**src/rtl/verdict_pkg.sv**
```systemverilog
// Shared sizes and verdict codes for the signature verdict comparator.
// Assumes the result width is a whole number of bytes.
package verdict_pkg;
    localparam int OPER_W = 256;
    localparam int RES_W  = 64;
    localparam int BYTE_W = 8;
    localparam logic [RES_W-1:0] ACCEPT_CODE = 64'hBA11FADE0B5E55ED;
    localparam logic [RES_W-1:0] REJECT_CODE = 64'd1;

    typedef enum logic [3:0] {
        ST_IDLE, ST_CLR1, ST_CMP1, ST_CLR2, ST_CMP2,
        ST_DECIDE, ST_BUILD, ST_WRITE, ST_DONE
    } vstate_t;
endpackage

```
**src/rtl/xor_zero_cmp.sv**
```systemverilog
// Equality unit: XORs two operands, reduces the difference to a zero test
// in CHUNK-wide slices, and holds the outcome in a flag register.
// Assumes W is a multiple of CHUNK. clr has priority over sample.
module xor_zero_cmp #(
    parameter int W     = 256,
    parameter int CHUNK = 32
) (
    input  logic         clk,
    input  logic         rst_n,
    input  logic         clr,
    input  logic         sample,
    input  logic [W-1:0] op_a,
    input  logic [W-1:0] op_b,
    output logic         eq_flag
);
    localparam int NCH = W / CHUNK;

    logic [W-1:0]   diff;
    logic [NCH-1:0] slice_zero;
    logic           all_zero;

    // Bitwise difference of the two encodings.
    assign diff = op_a ^ op_b;

    // One zero detector per slice of the difference.
    for (genvar g = 0; g < NCH; g++) begin : g_slice
        assign slice_zero[g] = (diff[g*CHUNK +: CHUNK] == '0);
    end

    // All slices zero means the encodings are identical.
    assign all_zero = &slice_zero;

    // Flag register: forced to not-equal by clr, loaded by sample.
    always_ff @(posedge clk) begin
        if (!rst_n)      eq_flag <= 1'b0;
        else if (clr)    eq_flag <= 1'b0;
        else if (sample) eq_flag <= all_zero;
    end


    flag_cleared_chk: assert property (@(posedge clk) disable iff (!rst_n)
        clr |=> !eq_flag);
endmodule

```
**src/rtl/accept_builder.sv**
```systemverilog
// Acceptance-word accumulator: load seeds it with the top byte of CODE,
// each step rotates it left by one byte and ORs in the next byte.
// Assumes RES_W is a multiple of BYTE_W. last marks the final step.
module accept_builder #(
    parameter int               RES_W  = 64,
    parameter int               BYTE_W = 8,
    parameter logic [RES_W-1:0] CODE   = 64'hBA11FADE0B5E55ED
) (
    input  logic             clk,
    input  logic             rst_n,
    input  logic             load,
    input  logic             step,
    output logic [RES_W-1:0] acc,
    output logic             last
);
    localparam int NB = RES_W / BYTE_W;
    localparam int IW = (NB > 2) ? $clog2(NB) : 1;

    logic [IW-1:0]     idx;
    logic [RES_W-1:0]  shifted;
    logic [BYTE_W-1:0] next_byte;
    logic [RES_W-1:0]  rotated;

    // Select the byte of CODE to merge at the current index.
    always_comb begin
        shifted   = CODE >> (BYTE_W * (NB - 1 - int'(idx)));
        next_byte = shifted[BYTE_W-1:0];
        rotated   = {acc[RES_W-BYTE_W-1:0], acc[RES_W-1 -: BYTE_W]};
    end

    // The step at this index merges the final byte.
    assign last = (int'(idx) == NB - 1);

    // Accumulator and byte index update.
    always_ff @(posedge clk) begin
        if (!rst_n) begin
            acc <= '0;
            idx <= '0;
        end else if (load) begin
            acc <= {{(RES_W-BYTE_W){1'b0}}, CODE[RES_W-1 -: BYTE_W]};
            idx <= IW'(1);
        end else if (step) begin
            acc <= rotated | {{(RES_W-BYTE_W){1'b0}}, next_byte};
            idx <= idx + IW'(1);
        end
    end
endmodule

```
**src/rtl/verdict_ctrl.sv**
```systemverilog
// Sequencer: runs clear/compare twice, decides, drives the accumulator,
// and owns the verdict register and the sticky alarm.
// Assumes eq_flag comes from a register cleared by clr and loaded by sample.
module verdict_ctrl #(
    parameter int               RES_W       = 64,
    parameter logic [RES_W-1:0] ACCEPT_CODE = 64'hBA11FADE0B5E55ED,
    parameter logic [RES_W-1:0] REJECT_CODE = 64'd1
) (
    input  logic             clk,
    input  logic             rst_n,
    input  logic             start,
    input  logic             eq_flag,
    input  logic             build_last,
    input  logic [RES_W-1:0] acc,
    output logic             clr,
    output logic             sample,
    output logic             build_load,
    output logic             build_step,
    output logic             done,
    output logic             busy,
    output logic [RES_W-1:0] result,
    output logic             alarm
);
    import verdict_pkg::*;

    vstate_t state;
    logic    pass1;

    // Strobes decoded from the current state.
    assign clr        = (state == ST_CLR1) || (state == ST_CLR2);
    assign sample     = (state == ST_CMP1) || (state == ST_CMP2);
    assign build_load = (state == ST_DECIDE) && pass1 && eq_flag;
    assign build_step = (state == ST_BUILD);
    assign done       = (state == ST_DONE);
    assign busy       = (state != ST_IDLE);

    // State, first-pass record, verdict register and alarm.
    always_ff @(posedge clk) begin
        if (!rst_n) begin
            state  <= ST_IDLE;
            pass1  <= 1'b0;
            result <= REJECT_CODE;
            alarm  <= 1'b0;
        end else begin
            case (state)
                ST_IDLE: if (start) begin
                    result <= REJECT_CODE;
                    state  <= ST_CLR1;
                end
                ST_CLR1: state <= ST_CMP1;
                ST_CMP1: state <= ST_CLR2;
                ST_CLR2: begin
                    pass1 <= eq_flag;
                    state <= ST_CMP2;
                end
                ST_CMP2: state <= ST_DECIDE;
                ST_DECIDE: begin
                    if (pass1 && eq_flag) begin
                        state <= ST_BUILD;
                    end else begin
                        if (pass1 != eq_flag) alarm <= 1'b1;
                        state <= ST_DONE;
                    end
                end
                ST_BUILD: if (build_last) state <= ST_WRITE;
                ST_WRITE: begin
                    result <= acc;
                    state  <= ST_DONE;
                end
                ST_DONE: state <= ST_IDLE;
                default: state <= ST_IDLE;
            endcase
        end
    end


    reject_on_start_chk: assert property (@(posedge clk) disable iff (!rst_n)
        (start && !busy) |=> (result == REJECT_CODE));

    done_pulse_chk: assert property (@(posedge clk) disable iff (!rst_n)
        done |=> !done);

    result_hold_chk: assert property (@(posedge clk) disable iff (!rst_n)
        (done || (!busy && !start)) |=> $stable(result));

    alarm_sticky_chk: assert property (@(posedge clk) disable iff (!rst_n)
        alarm |=> alarm);

    verdict_legal_chk: assert property (@(posedge clk) disable iff (!rst_n)
        done |-> (result == ACCEPT_CODE || result == REJECT_CODE));

    no_partial_chk: assert property (@(posedge clk) disable iff (!rst_n)
        (busy && !done) |-> (result == REJECT_CODE));
endmodule

```
**src/rtl/verdict_top.sv**
```systemverilog
// Top of the fault-hardened signature verdict comparator.
// Assumes sig_enc and calc_enc are held stable from start until done.
module verdict_top #(
    parameter int                       OPER_W      = verdict_pkg::OPER_W,
    parameter int                       RES_W       = verdict_pkg::RES_W,
    parameter int                       BYTE_W      = verdict_pkg::BYTE_W,
    parameter int                       CHUNK       = 32,
    parameter logic [RES_W-1:0] ACCEPT_CODE = verdict_pkg::ACCEPT_CODE,
    parameter logic [RES_W-1:0] REJECT_CODE = verdict_pkg::REJECT_CODE
) (
    input  logic              clk,
    input  logic              rst_n,
    input  logic              start,
    input  logic [OPER_W-1:0] sig_enc,
    input  logic [OPER_W-1:0] calc_enc,
    output logic              done,
    output logic [RES_W-1:0]  result,
    output logic              alarm
);
    logic             clr, sample, eq_flag;
    logic             build_load, build_step, build_last, busy;
    logic [RES_W-1:0] acc;

    xor_zero_cmp #(.W(OPER_W), .CHUNK(CHUNK)) u_cmp (
        .clk(clk), .rst_n(rst_n), .clr(clr), .sample(sample),
        .op_a(sig_enc), .op_b(calc_enc), .eq_flag(eq_flag)
    );

    accept_builder #(.RES_W(RES_W), .BYTE_W(BYTE_W), .CODE(ACCEPT_CODE)) u_build (
        .clk(clk), .rst_n(rst_n), .load(build_load), .step(build_step),
        .acc(acc), .last(build_last)
    );

    verdict_ctrl #(.RES_W(RES_W), .ACCEPT_CODE(ACCEPT_CODE),
                   .REJECT_CODE(REJECT_CODE)) u_ctrl (
        .clk(clk), .rst_n(rst_n), .start(start), .eq_flag(eq_flag),
        .build_last(build_last), .acc(acc), .clr(clr), .sample(sample),
        .build_load(build_load), .build_step(build_step), .done(done),
        .busy(busy), .result(result), .alarm(alarm)
    );
endmodule

```
**config.mk**
```make
export PLATFORM = sky130hd
export DESIGN_NAME = verdict_top
export DESIGN_NICKNAME = d
export VERILOG_FILES = /design/src/rtl/verdict_pkg.sv /design/src/rtl/xor_zero_cmp.sv /design/src/rtl/accept_builder.sv /design/src/rtl/verdict_ctrl.sv /design/src/rtl/verdict_top.sv
export SDC_FILE = /design/constraint.sdc
export NUM_CORES = 1
export LEC_CHECK = 0
export ABC_AREA = 1
export BUFFER_PORTS_ARGS = -buffer_cell sky130_fd_sc_hd__buf_2
export CORE_AREA = 3 3 227 229
export DETAILED_ROUTE_END_ITERATION = 10
export DIE_AREA = 0 0 230 232
export PLACE_DENSITY = 0.46
export SLEW_MARGIN = 15
export SYNTH_ARGS = -nofsm -noshare
export SYNTH_HDL_FRONTEND = slang
export SYNTH_HIERARCHICAL = 1
export SYNTH_SLANG_ARGS = --single-unit
```
**constraint.sdc**
```tcl
create_clock -name clk -period 1.6 [get_ports clk]
set_input_delay 0 -clock clk [delete_from_list [all_inputs] [get_ports clk]]
set_output_delay 0 -clock clk [all_outputs]
set_load 0.005 [all_outputs]
```
# --- Word-level counts from Yosys, hierarchy flattened ---
# Cells that the tools add are included.
classes:
  eq_ne: 12
  add_sub_neg: 2
  div: 0
  n_mux: 10
  n_shift: 1
  bitwise: 4
  mul: 0
  n_lt_le_gt_ge: 0
  reduce_logical: 22
op_table:
  columns: ["operator", "n"]
  rows:
  - ["$logic_not 32->1", 8]
  - ["$xor 256x256->256", 1]
  - ["$pmux 64 s2", 1]
  - ["$mux 64", 1]
  - ["$or 64x8->64", 1]
  - ["$shr 64x32->8 const A", 1]
  - ["$pmux 4 s8", 1]
  - ["$eq 4x3->1 const B", 4]
  - ["$mux 8", 2]
  - ["$mux 4", 3]
  - ["$eq 4x2->1 const B", 2]
  - ["$reduce_and 8->1", 1]
  - ["$eq 4x1->1 const B", 1]
  - ["$eq 4x4->1 const B", 1]
  - ["$logic_not 4->1", 1]
  - ["$reduce_and 2->1", 2]
  - ["$reduce_bool 2->1", 2]
  - ["$reduce_or 2->1", 2]
  - ["$sub 3x3->4 const A", 1]
  - ["$add 3x1->3 const B", 1]
  - ["$eq 3x1->1 const B", 1]
  - ["$logic_and 1x1->1", 3]
  - ["$reduce_and 3->1", 1]
  - ["$logic_or 1x1->1", 2]
  - ["5 further kinds", 7]
word_totals:
  latchBits: 0
  n_memories: 0
  word_cells: 60
  reg_bits: 138
  mem_bits_ro: 0
  input_bits: 515
  output_inout_bits: 66
  ram_bits: 0

# --- Longest topological paths before layout ---
depth:
  ltp_word: 5
  ltp_mapped: 13
  mapped_depth_nobuf: 13

# --- Cells and area by module ---
# The synthesis kept the hierarchy.
by_module_without_submodules:
  columns: ["mod", "seq_area_each_um2", "instances", "cells_per_inst", "area_each_um2"]
  rows:
  - ["xor_zero_cmp", 20.0, 1, 927, 4160.2]
  - ["accept_builder", 1341.3, 1, 350, 2748.9]
  - ["verdict_ctrl", 1401.3, 1, 342, 2678.8]

# --- Least setup slack after synthesis ---
# Ideal clock, no wire load.
synth_path:
  path_type: "register to register"
  start: "register u_ctrl.state[3]"
  end: "register u_cmp.eq_flag"
  setup_slack_ps: 101
  required_time_ps: 1534
  synth_period_minus_slack_ps: 1499
  setup_ps: 66
  path_buffers: 0
  stages_incl_launch_ff: 14
  t_arrival_ps: 1433
  path_cell_list: "dfxtp_1 -> nor2_2 -> nand3_1 -> o21ai_0 -> inv_1 -> nor2_1 -> nand3_1 -> nor2_1 -> nand2_1 -> nor2_1 -> nand2_1 -> nor2_1 -> nand2_1 -> a21oi_2"
synth_via:
  word_cells_on_any_way: 7
  cone_classes: "eq/ne: 4; reduce/logical: 3"
synth_rtl:
  columns: ["element", "line_no", "text"]
  rows:
  - ["from (decl)", "verdict_ctrl.sv:26", "vstate_t state;"]
  - ["from (signal assigned)", "verdict_ctrl.sv:40", "state <= ST_IDLE;"]
  - ["from (signal assigned)", "verdict_ctrl.sv:48", "state <= ST_CLR1;"]
  - ["from (signal assigned)", "verdict_ctrl.sv:50", "ST_CLR1: state <= ST_CMP1;"]
  - ["$eq 4x2->1 or $eq 4x3->1 (tied branches)", "verdict_ctrl.sv:31", "assign sample = (state == ST_CMP1) || (state == ST_CMP2);"]
  - ["$logic_or 1x1->1 *", "verdict_ctrl.sv:31", null]
  - ["via sample", "verdict_top.sv:20", "logic clr, sample, eq_flag;"]
  - ["to (signal assigned)", "xor_zero_cmp.sv:37", "else if (sample) eq_flag <= all_zero;"]
  - ["to (decl)", "xor_zero_cmp.sv:14", "output logic eq_flag"]
# The timed path passes the listed nets; every way through them passes the cells marked *.
# A chain may end at the register's enable or synchronous reset.

# --- Worst setup path in the final report ---
layout_path:
  start: "register u_ctrl.state[3]"
  end: "register u_build.acc[33]"
layout_via:
  elab_chain_cells: 4
  word_cells_on_any_way: 5
  cone_classes: "eq/ne: 2; reduce/logical: 3"
layout_rtl:
  columns: ["element", "line_no", "text"]
  rows:
  - ["$eq 4x3->1", "verdict_ctrl.sv:32", "assign build_load = (state == ST_DECIDE) && pass1 && eq_flag;"]
  - ["$logic_and 1x1->1 (2 in series)", "verdict_ctrl.sv:32", null]
  - ["via build_load", "verdict_top.sv:21", "logic build_load, build_step, build_last, busy;"]
  - ["$reduce_or 2->1 (no line)", null, null]
  - ["to (signal assigned)", "accept_builder.sv:40", "acc <= {{(RES_W-BYTE_W){1'b0}}, CODE[RES_W-1 -: BYTE_W]};"]
  - ["to (signal assigned)", "accept_builder.sv:43", "acc <= rotated | {{(RES_W-BYTE_W){1'b0}}, next_byte};"]
  - ["to (decl)", "accept_builder.sv:13", "output logic [RES_W-1:0] acc,"]
# The timed path passes the listed nets, and every way through them passes these cells.

==> impl_metrics.xml <==
<?xml version="1.0" encoding="UTF-8"?>
<metrics>
  <group name="floorplanning">
    <metric name="dieArea" unit="um2">53400</metric>
    <metric name="floorplan.core_area" unit="um2">49900</metric>
    <metric name="number_of_placement_rows" unit="">82</metric>
    <metric name="die_span_y" unit="um">232</metric>
    <metric name="initial_utilization" unit="%">19.2</metric>
    <metric name="die_w" unit="um">230</metric>
    <metric name="boundaryPins" unit="">581</metric>
  </group>
  <group name="synth">
    <metric name="synth.avg_cell_area" unit="um2">5.92</metric>
    <metric name="ys_warn_count" unit="">6</metric>
    <metric name="netlist_instances" unit="">1618</metric>
    <metric name="syn_area" unit="um2">9580</metric>
    <metric name="synth_fp_nets" unit="">2140</metric>
  </group>
  <group name="layout">
    <metric name="num-nets-final" unit="">2732</metric>
    <metric name="layout-drive-gt1-share" unit="%">32.6</metric>
    <metric name="area_occupied_by_multi_input_gates" unit="um2">5670</metric>
    <metric name="area.sequential" unit="um2">2770</metric>
    <metric name="layout-area-overhead-vs-synth" unit="%">48.9</metric>
    <metric name="final.fill_count" unit="">5767</metric>
  </group>
  <group name="global_route">
    <metric name="grt.total_usage" unit="%">20.8</metric>
    <metric name="global_route.usage.met1" unit="%">25.6</metric>
    <metric name="grt.met2_usage" unit="%">35.8</metric>
    <metric name="initial_antenna_violation_count" unit="">69</metric>
    <metric name="first_global_vias" unit="">11800</metric>
    <metric name="layer_carrying_the_most_global_route_usage" unit="">met2</metric>
    <metric name="grt_max_degree" unit="">65</metric>
    <metric name="first_pass_grt_wire_length" unit="mm">79.8</metric>
    <metric name="globalRoute.totalOverflow" unit="">0</metric>
    <metric name="global_routing_met3_resource_utilization" unit="%">6.55</metric>
  </group>
  <group name="power">
    <metric name="p_int" unit="mW">7.07</metric>
    <metric name="cellPowerDensity" unit="nW/um2">683</metric>
    <metric name="worst_case_vdd_ir_drop" unit="V">0.000675</metric>
    <metric name="share_seq_of_total_power" unit="%">35.5</metric>
    <metric name="power_switching_share" unit="%">27.5</metric>
    <metric name="pwr-share-comb" unit="%">21.3</metric>
    <metric name="total_power" unit="mW">9.74</metric>
    <metric name="pwr-share-clk" unit="%">43.2</metric>
    <metric name="net_switching" unit="mW">2.67</metric>
    <metric name="power.static_leakage" unit="nW">7.32</metric>
  </group>
  <group name="route">
    <metric name="antenna_violating_nets_left" unit="">0</metric>
    <metric name="avgViaCountPerCell" unit="">4.18</metric>
    <metric name="vias" unit="">12200</metric>
    <metric name="detailedRoute.firstIterationViolations" unit="">613</metric>
    <metric name="drt-pass1-iter-count" unit="">5</metric>
    <metric name="drcViolationCount" unit="">0</metric>
    <metric name="wl_per_cell" unit="um">20.2</metric>
    <metric name="wl" unit="mm">58.8</metric>
  </group>
  <group name="critical_path">
    <metric name="critical_path.startpoint_type" unit="">flop</metric>
    <metric name="largest_fanout_on_the_critical_path" unit="">12</metric>
    <metric name="timing.critical_path.to_type" unit="">flop</metric>
    <metric name="crit_path_required_time" unit="ns">1.90</metric>
    <metric name="category_of_the_most_critical_setup_path" unit="">flop to flop</metric>
    <metric name="cp.arrival" unit="ns">1.86</metric>
  </group>
  <group name="sta">
    <metric name="slew_violations" unit="">0</metric>
    <metric name="timing.hold.ws" unit="ns">0.191</metric>
    <metric name="clock.fmax" unit="MHz">641</metric>
    <metric name="final_count_of_negative_setup_slack_endpoints" unit="">0</metric>
    <metric name="worst_slew_pin_slew" unit="ns">0.454</metric>
    <metric name="final.period_utilization" unit="%">97.5</metric>
    <metric name="grt_setup_unrepaired" unit="">yes</metric>
    <metric name="max_slew_margin" unit="%">69.7</metric>
    <metric name="finClkSkew" unit="ns">0.00907</metric>
    <metric name="final_period_minus_worst_setup_slack" unit="ns">1.56</metric>
    <metric name="hold_viol_final" unit="">0</metric>
  </group>
  <group name="run_status">
    <metric name="status" unit="">finished, final reports clean</metric>
  </group>
  <group name="clock_network">
    <metric name="htreeDepth" unit="">4</metric>
    <metric name="cts.path.max_buffers" unit="">2</metric>
    <metric name="clockRootBuffer" unit="">sky130_fd_sc_hd__clkbuf_16</metric>
    <metric name="cts_sinks" unit="">138</metric>
    <metric name="worst_skew_pair.late_latency" unit="ns">0.41</metric>
    <metric name="clk_pin_slew_worst_paths" unit="ns">0.06</metric>
    <metric name="clock_tree_from_tritoncts" unit="">built</metric>
    <metric name="cts-buffers-inserted" unit="">17</metric>
  </group>
  <group name="placement">
    <metric name="placement.io_buffers" unit="">580</metric>
    <metric name="gp_routability_congestion" unit="">0.986</metric>
    <metric name="dp_wirelength" unit="mm">52.2</metric>
  </group>
  <group name="job">
    <metric name="max_cap_violations" unit="">0</metric>
  </group>
  <group name="hold_path">
    <metric name="hold_path_class" unit="">input port to flop</metric>
  </group>
</metrics>
[metrics by stage]
step	instance area, um2	worst slack, ns	util (%)	setup TNS [ns]	std cells
finish	14300	0.0402	28.6	0	2914
CTS	14000	0.00785	28.1	0	2884
floorplan	9580	0.101	-	0	1618
detailed placement	13300	-0.0224	26.8	-0.0252	2852
global placement	13300	-0.0349	26.8	-0.0349	2852
global route	14200	-0.0853	28.5	-0.443	2898
[worst max-delay path, cell delays in order (launching register included)]
cell,delay (ns)
sky130_fd_sc_hd__dfxtp_2,0.34
sky130_fd_sc_hd__inv_2,0.07
sky130_fd_sc_hd__nand2_2,0.05
sky130_fd_sc_hd__buf_4,0.13
sky130_fd_sc_hd__nor2_1,0.15
sky130_fd_sc_hd__and3_4,0.24
sky130_fd_sc_hd__inv_2,0.05
sky130_fd_sc_hd__nand2_4,0.16
sky130_fd_sc_hd__clkbuf_16,0.22
sky130_fd_sc_hd__a21oi_2,0.04
[registers in the layout (all words and copies together), names as in the netlist]
| register | cells |
|---|---|
| u_build/acc | 64 |
| u_ctrl/result | 64 |
| u_ctrl/pass1 | 1 |
| u_cmp/eq_flag | 1 |
| u_ctrl/state | 4 |
| u_build/idx | 3 |
| u_ctrl/alarm | 1 |
[area by class of cell]
cell class | instances | area share (%)
Clock inverter | 11 | 1.18
Inverter | 236 | 6.27
Sequential cell | 138 | 19.4
Multi-Input combinational cell | 1196 | 39.8
Antenna cell | 21 | 0.368
Timing Repair inverter | 1 | 0.0351
Clock buffer | 19 | 3.17
Tap cell | 672 | 5.89
Timing Repair Buffer | 620 | 23.9
[layer usage]
metal / part of all wire (%) / vias to the layer above
met2: 47 / 436
met4: 2.4 / 38
met5: 0.44 / -
li1: - / 6140
met1: 41 / 5462
met3: 9.1 / 96
[cells in the final DEF, fill, tap and decap left out, types with 8 or more instances in the layout]
master and instances:
sky130_fd_sc_hd__nand2_1 519, sky130_fd_sc_hd__xor2_1 66, sky130_fd_sc_hd__nand2_2 22, sky130_fd_sc_hd__xnor2_1 32, sky130_fd_sc_hd__o21ai_0 50, sky130_fd_sc_hd__dfxtp_1 135, sky130_fd_sc_hd__clkbuf_16 21, sky130_fd_sc_hd__a21oi_1 105
sky130_fd_sc_hd__nand3_1 85, sky130_fd_sc_hd__a21oi_2 21, sky130_fd_sc_hd__buf_12 8, sky130_fd_sc_hd__diode_2 21, sky130_fd_sc_hd__nor2_1 227, sky130_fd_sc_hd__buf_4 22, sky130_fd_sc_hd__o21ai_1 24, sky130_fd_sc_hd__buf_2 580
sky130_fd_sc_hd__inv_1 226
[power groups by stage]
stage	combinational, mW	clock [mW]	sequential [mW]
6_report	2.08	4.20	3.46
3_5_place_dp	2.04	0	3.53
2_1_floorplan	0.889	0	3.54
4_1_cts	2.05	4.27	3.46
5_1_grt	2.31	4.40	3.46
3_3_place_gp	2.02	0	3.53
[path summary, 6_finish.rpt]
| check | from | endpoint | slack [ns] | cells after the start |
|---|---|---|---|---|
| worst min register to register | u_ctrl/alarm$_SDFFE_PN0P_ | u_ctrl/alarm$_SDFFE_PN0P_ | 0.45 | 2 |
| worst max register to register | u_ctrl/state[3]$_SDFFE_PN0P_ | u_build/acc[33]$_SDFFE_PP0P_ | 0.04 | 9 |
| worst max-delay path | u_ctrl/state[3]$_SDFFE_PN0P_ | u_build/acc[33]$_SDFFE_PP0P_ | 0.04 | 9 |
| worst min-delay path | calc_enc[25] | u_cmp/eq_flag$_SDFFE_PP0P_ | 0.19 | 10 |
[timing repair]
| item | in CTS | in global routing |
|---|---|---|
| setup endpoints to repair | 6 | 70 |
| endpoints found under the hold margin | 10 | 0 |
| buffers inserted | 0 | 4 |
| resized for setup | 2 | 21 |
| hold buffers | 2 | 0 |
| gates cloned | 0 | 5 |
| pin swaps | 0 | 7 |
Power figures use the tool's default switching activity.
